<file path="config.mk">
export PLATFORM = sky130hd
export DESIGN_NAME = col_sparsifier
export DESIGN_NICKNAME = d
export VERILOG_FILES = /design/src/rtl/sparse_pkg.sv /design/src/rtl/ts_window.sv /design/src/rtl/hit_compactor.sv /design/src/rtl/col_sparsifier.sv
export SDC_FILE = /design/constraint.sdc
export NUM_CORES = 1
export LEC_CHECK = 0
export BUFFER_PORTS_ARGS = -buffer_cell sky130_fd_sc_hd__buf_2
export CORE_MARGIN = 2
export CORE_UTILIZATION = 40
export CTS_CLUSTER_DIAMETER = 200
export DETAILED_ROUTE_END_ITERATION = 12
export MAX_ROUTING_LAYER = met4
export SYNTH_ARGS = -nofsm -noshare
export SYNTH_HDL_FRONTEND = slang
export SYNTH_SLANG_ARGS = --single-unit
</file>
<file path="constraint.sdc">
create_clock -name clk -period 11.6 [get_ports clk]
set_clock_uncertainty 0.2 [all_clocks]
set_input_delay 1.16 -clock clk [delete_from_list [all_inputs] [get_ports clk]]
set_output_delay 1.16 -clock clk [all_outputs]
set_load 0.1 [all_outputs]
</file>
<file path="src/rtl/sparse_pkg.sv">
package sparse_pkg;
  localparam int unsigned ROWS_D = 8;
  localparam int unsigned COLW_D = 2;
  localparam int unsigned MCW_D  = 3;
  localparam int unsigned TSW_D  = 8;
endpackage

</file>
<file path="src/rtl/ts_window.sv">
module ts_window #(
  parameter int unsigned TSW = 8
) (
  input  logic           clk,
  input  logic           rst,
  input  logic           bc_edge,
  output logic [TSW-1:0] ts_frozen
);
  logic [TSW-1:0] ts_cur;

  always_ff @(posedge clk) begin
    if (rst) begin
      ts_cur    <= '0;
      ts_frozen <= '0;
    end else if (bc_edge) begin
      ts_frozen <= ts_cur;
      ts_cur    <= ts_cur + TSW'(1);
    end
  end

  AST_TS_STEP: assert property (@(posedge clk) disable iff (rst)
    bc_edge |=> ts_frozen == $past(ts_cur) && ts_cur == TSW'($past(ts_cur) + TSW'(1)));
  AST_TS_HOLD: assert property (@(posedge clk) disable iff (rst)
    !bc_edge |=> $stable(ts_cur) && $stable(ts_frozen));
endmodule

</file>
<file path="src/rtl/hit_compactor.sv">
module hit_compactor #(
  parameter int unsigned ROWS = 8,
  localparam int unsigned RW   = $clog2(ROWS),
  localparam int unsigned CNTW = $clog2(ROWS+1)
) (
  input  logic               en,
  input  logic [ROWS-1:0]    hit_vec,
  output logic [ROWS*RW-1:0] lane_row,
  output logic [ROWS-1:0]    lane_vld,
  output logic [CNTW-1:0]    count
);
  always_comb begin
    int unsigned k;
    k        = 0;
    lane_row = '0;
    lane_vld = '0;
    for (int r = 0; r < ROWS; r++) begin
      if (en && hit_vec[r]) begin
        lane_row[k*RW +: RW] = RW'(r);
        lane_vld[k]          = 1'b1;
        k                    = k + 1;
      end
    end
    count = CNTW'(k);
  end
endmodule

</file>
<file path="src/rtl/col_sparsifier.sv">
module col_sparsifier
  import sparse_pkg::*;
#(
  parameter int unsigned ROWS = ROWS_D,
  parameter int unsigned COLW = COLW_D,
  parameter int unsigned MCW  = MCW_D,
  parameter int unsigned TSW  = TSW_D,
  localparam int unsigned RW   = $clog2(ROWS),
  localparam int unsigned CNTW = $clog2(ROWS+1),
  localparam int unsigned W    = 1 + RW + COLW + MCW + TSW
) (
  input  logic              clk,
  input  logic              rst,
  input  logic              bc_edge,
  input  logic              col_strobe,
  input  logic [ROWS-1:0]   hit_vec,
  input  logic [COLW-1:0]   pix_col,
  input  logic [MCW-1:0]    mc_addr,
  output logic [ROWS*W-1:0] word_bus,
  output logic [CNTW-1:0]   hit_count
);
  logic [TSW-1:0]     ts_frozen;
  logic [ROWS*RW-1:0] lane_row;
  logic [ROWS-1:0]    lane_vld;
  logic [CNTW-1:0]    cnt_c;

  ts_window #(.TSW(TSW)) u_ts (
    .clk(clk), .rst(rst), .bc_edge(bc_edge), .ts_frozen(ts_frozen)
  );

  hit_compactor #(.ROWS(ROWS)) u_cmp (
    .en(col_strobe), .hit_vec(hit_vec),
    .lane_row(lane_row), .lane_vld(lane_vld), .count(cnt_c)
  );

  always_ff @(posedge clk) begin
    if (rst) hit_count <= '0;
    else     hit_count <= cnt_c;
  end

  for (genvar j = 0; j < ROWS; j++) begin : g_lane
    always_ff @(posedge clk) begin
      if (rst || !lane_vld[j]) word_bus[j*W +: W] <= '0;
      else word_bus[j*W +: W] <= {1'b1, lane_row[j*RW +: RW], pix_col, mc_addr, ts_frozen};
    end

    AST_LANE_VALID: assert property (@(posedge clk) disable iff (rst)
      word_bus[j*W + W-1] == (CNTW'(j) < hit_count));

    if (j > 0) begin : g_ord
      AST_ROW_ORDER: assert property (@(posedge clk) disable iff (rst)
        word_bus[j*W + W-1] |->
          word_bus[j*W + W-2 -: RW] > word_bus[(j-1)*W + W-2 -: RW]);
    end
  end

  AST_COUNT_POP: assert property (@(posedge clk) disable iff (rst)
    $past(col_strobe && !rst) |-> hit_count == CNTW'($countones($past(hit_vec))));
  AST_IDLE_ZERO: assert property (@(posedge clk) disable iff (rst)
    !$past(col_strobe) |-> hit_count == '0 && word_bus == '0);
endmodule

</file>
# Yosys cells after proc, flatten, opt, wreduce, memory -nomap -nowiden
# Cells that the tools add are included.
# op_classes
magnitude_cmp	14
muxes	51
reduce_logical	31
bitwise_logic	8
n_shift	14
add_sub_neg	15
mul	7
# op_table
operator	n
$neg A32 Y34	7
$shift A3 B34 Y24 const A	7
$shiftx A3 B34 Y24 const A	7
$ge A32 B1 Y1 const B	6
$lt A32 B4 Y1 const B	6
$mul A32 B2 Y32 const B	6
$mux W32	6
$mux W24	7
$add A32 B1 Y32 const B	5
$bwmux W24	6
$mux W17	8
$mux W8	7
$or A8 B8 Y8	6
$and A24 B24 Y24	1
$demux W1 S3	7
$logic_and A1 B1 Y1	15
$mux W1	9
$add A8 B1 Y8 const B	1
$logic_not A1 Y1	8
$logic_or A1 B1 Y1	8
$or A1 B8 Y8	1
$add A4 B1 Y4 const B	1
$lt A1 B4 Y1 const B	1
$mux W4	1
other kinds (3)	3
# totals
input_bits	17
elab_cells	159
regBits	156

# Logic depth before layout (Yosys ltp)
# depth
word_depth	23
mapped_depth	41
depth_no_buf	37

# Modules after synthesis
# Synthesis repeated with hierarchy kept, for this count alone.
# hier_totals
cells_unflattened	1271
hier_area_um2	10850.4
# by_module_without_submodules
mod	cells_per_inst	instances	area_per_inst_um2
hit_compactor	906	1	6063.3
col_sparsifier	303	1	4180.3
ts_window	62	1	606.8

# Worst setup path before layout
# Ideal clock, no wire load.
# synth_timing
path_type	input port to flip-flop
startpoint	input port col_strobe
endpoint	register word_bus[48]
required_ps	11276
path_buffers	4
cell_stages	37
setup_ps	124
path_slack_ps	2089
t_arrival_ps	9187
path_cell_list	buf_2 > buf_2 > clkbuf_1 > and2_1 > inv_1 > ha_1 > a21oi_1 > ha_1 > nand2_1 > nand2_1 > a22o_1 > ha_1 > nor2b_1 > a311o_1 > nand2_1 > ha_1 > and3_1 > xnor3_1 > clkbuf_1 > ha_1 > nand2_1 > a21oi_1 > xor2_1 > ha_1 > o21ai_0 > a21oi_1 > o311ai_1 > nand2_1 > nor3_1 > ha_1 > and3_1 > a211oi_1 > nor3_1 > o211a_1 > and2_1 > o31ai_1 > a31oi_1
# synth_between
elab_chain_cells	22
word_cells_on_any_way	114
cone_classes	13 x add/sub; 7 x mul; 14 x order compare; 14 x shift; 41 x mux; 8 x bitwise; 17 x reduce/logical
# synth_lines
item	line_no	rtl
start, declared	col_sparsifier.sv:15	input logic col_strobe,
branches (longest 22 deep; another with $add A32 B1 Y32)	--	
end signal, assigned by index	col_sparsifier.sv:44	else word_bus[j*W +: W] <= {1'b1, lane_row[j*RW +: RW], pix_col, mc_addr, ts_frozen};
end, declared	col_sparsifier.sv:19	output logic [ROWS*W-1:0] word_bus,
# Parallel ways; which one is timed is not known.
# A chain may end at the register's enable or synchronous reset.

# Worst setup path in the final report
# Ends and elaborated chain as after synthesis.

==> summary.md <==
| Metric | Value |
|---|---|
| HPWL after DPL | 25900 um |
| Placed cell area | ~11000 um2 |
| Mapped Area | 10200 um2 |
| Most used cell, CP | ha_1 |
| Placer's final routability congestion estimate | approximately 0.97 |
| Fin crit period | between 10000 and 15000 ps |
| Final Util | 47.5% |
| Number of CTS-inserted buffers | 17 |
| Area growth from synthesis to layout | 16.9% |
| Die X | 163 um |
| # DRC | 0 |
| CP max-delay cell | xnor2_1 |
| Via-per-instance ratio | just under 6 |
| Syn Nets | 1338 |
| Clock Sinks | 156 |
| Grt total ovfl | 0 |
| Number of global-route vias before repair | 9037 |
| Setup TNS | 0 ps |
| Unique masters post-synth | 88 |
| GR Util All Layers | 25.6% |
| Setup CP Type | primary input to flop |
| CTS clk-pin slew, worst paths | 60 ps |
| Synthesis Warnings | 0 |
| Leading area contributor after synthesis | dfxtp_1 |
| CP peak stage delay | approximately 600 ps |
| Root Driver | clkbuf_16 |
| Most area-consuming cells after synthesis | dfxtp_1, ha_1, and2_1 |
| Final wirelength | ~34000 um |
| Routed wirelength normalized by instance count | between 15 and 20 um |
| CTS HTree Levels | 4 |
| Tcrit/Tclk final | between 80% and 90% |
| Share of cells above drive strength 1 | 17.6% |
| Row count | between 50 and 60 |
| Pre-Repair DR Iteration Count | 6 |
| Relative slew slack | roughly 23% |
| Placed cells | 1698 |
| Data arrival, critical path | 10140 ps |
| Max Transition Viols Final | 0 |
| Top-area cell type share of the netlist area | 30.7% |
| Hold/Removal Path Class | flop to flop |
| Largest family of logic cells by synthesized area | simple AND/OR/NAND/NOR gates |
| Compound-cell area share of the yosys netlist | 16.7% |
| Endpoint type of the worst setup path | flop |
| PostCTS Resize Cnt | 0 |
| Routed Antenna Nets | 0 |
| Via count | 10006 |
| Die span in y | 163 um |
| Adder-Cell Fraction of Synth Area | approximately a tenth |
| # port buffers | 156 |
| Xor/xnor cell area share of the yosys netlist | ~6.0% |
| Initial core utilization | 40.6% |
| Post-synth EDFFs | 0 |
| Simple-gate share of the synthesized area | 29.7% |
| Syn_area_per_cell | 8.15 um2 |
| CP Max Fanout | 31 |
| Core area | 25000 um2 |
| Final cell count without fillers | approximately 1700 |
| Pwr Density | 162 nW/um2 |
| Clk_lat worst skew | around 410 ps |
| Synth Instances | 1247 |
| Clock buffer depth | 2 |
| Initial antenna violation count | 1 |
| Hold buffer count at CTS | 0 |
| Peak supply drop | 116 uV |
| Largest net degree at the start of global routing | 32 |
| Worst EP required | between 10000 and 15000 ps |
| Worst Tran Pin Value | 1150 ps |
| Post-CTS Repair Setup Buffers | 0 |
| Pleak | 0.00516 uW |
| RSZ-0062 raised after global routing | false |
| Final hold violations | 0 |
| TritonCTS clock tree | built |
| Synthesis-stage register bit count | around 160 |
| Commonest cells after routing, fill and taps aside | dfxtp_1, buf_2, and2_1, nand2_1, nor2_1 |
| Max-cap violation count | 0 |
| DR iter-0 viols | 1051 |
| First-pass GRT wire length | 52000 um |
| CP startpoint kind | primary input |
| Finished layout cell area | 11900 um2 |
| Seq/Total Area, Yosys | 30.7% |
| Status | finished clean |
| Post-synthesis mux area share | 3.64% |
| Final #Nets | 1478 |
| Final setup viols | 0 |
| I/O pins | 157 |
| Async SR Flop Fraction | 0% |
| Die area | 26700 um2 |
| Most used DFF post-synth | dfxtp_1 |
| Max Clk Rate | 99.6 MHz |
synth_stat cells, types with 10 or more instances:
| cell type | number |
|---|---|
| xor2_1 | 21 |
| inv_1 | 35 |
| nand2_1 | 109 |
| nand4_1 | 24 |
| and2_1 | 119 |
| o22ai_1 | 13 |
| o21ai_0 | 34 |
| ha_1 | 68 |
| nor3b_1 | 10 |
| a31oi_1 | 17 |
| and3_1 | 16 |
| nor2_1 | 109 |
| nor4_1 | 26 |
| nand2b_1 | 13 |
| a21oi_1 | 52 |
| a21boi_1 | 10 |
| dfxtp_1 | 156 |
| nor3_1 | 46 |
| mux2i_1 | 30 |
| or3_1 | 11 |
| a211oi_1 | 10 |
| nand3_1 | 52 |
| clkbuf_1 | 40 |
| xnor2_1 | 34 |
cells by family after synthesis:
logic type | after synthesis
muxes | 36
AOI/OAI and AO/OA | 249
adders and majority gates | 74
and+or+nand+nor | 575
xor gates and xnor gates | 61
DFF | 156
buffers and inverters | 96
final cells by class:
class                           count  area (um2)
Fill cell                        2412       13200
Inverter                           44         165
Multi-Input combinational cell    995        6720
Timing Repair Buffer              173         908
Antenna cell                        2        5.00
Tap cell                          330         413
Sequential cell                   156        3120
Clock inverter                     14         124
Clock buffer                       18         429
where the power goes:
group | internal [uW] | switching [uW] | total, uW | leakage, uW
combinational | 224 | 624 | 848 | 0.00363
sequential | 552 | 5.41 | 558 | 0.00126
clock | 282 | 233 | 515 | 0.000267
total | 1060 | 862 | 1920 | 0.00516
path summary, 6_finish.rpt:
path	from	endpoint	slack, ps	cells past startpoint
worst max-delay path	col_strobe	word_bus[48]	1560	32
worst min-delay path	u_ts.ts_cur[7]	u_ts.ts_cur[7]	300	2
worst max register to register	u_ts.ts_cur[2]	u_ts.ts_cur[7]	10110	3
worst min register to register	u_ts.ts_cur[7]	u_ts.ts_cur[7]	300	2
worst max-delay path: cells and delay by family:
kind,cells,cell delay [ps]
AND/OR/NAND/NOR,10,1630
adder cells (fa/ha/maj),7,3180
buffers and inverters,4,740
AO/OA/AOI/OAI,9,2410
XOR/XNOR,2,970
metrics by stage:
stage	hold WS, ps	worst slack [ps]	power (uW)
2_1_floorplan	258	2090	1180
3_3_place_gp	268	1660	1390
3_5_place_dp	289	1370	1390
4_1_cts	296	1770	1900
5_1_grt	359	864	2010
6_report	298	1560	1920
sequential cells by signal (all words and copies together) (netlist names):
register,cells
u_ts.ts_frozen,8
u_ts.ts_cur,8
hit_count,4
word_bus,136
layer usage:
layer  share of wire [%]  wire [um]  vias up  GRT usage, %
met4                 1.9        646        0          6.36
met5                   0          0        -             -
met3                 8.7       2970       57          4.85
met1                  46      15800     4670          35.3
met2                  43      14800      538          38.6
li1                    -          -     4741             -
(Power assumes the default switching activity.)
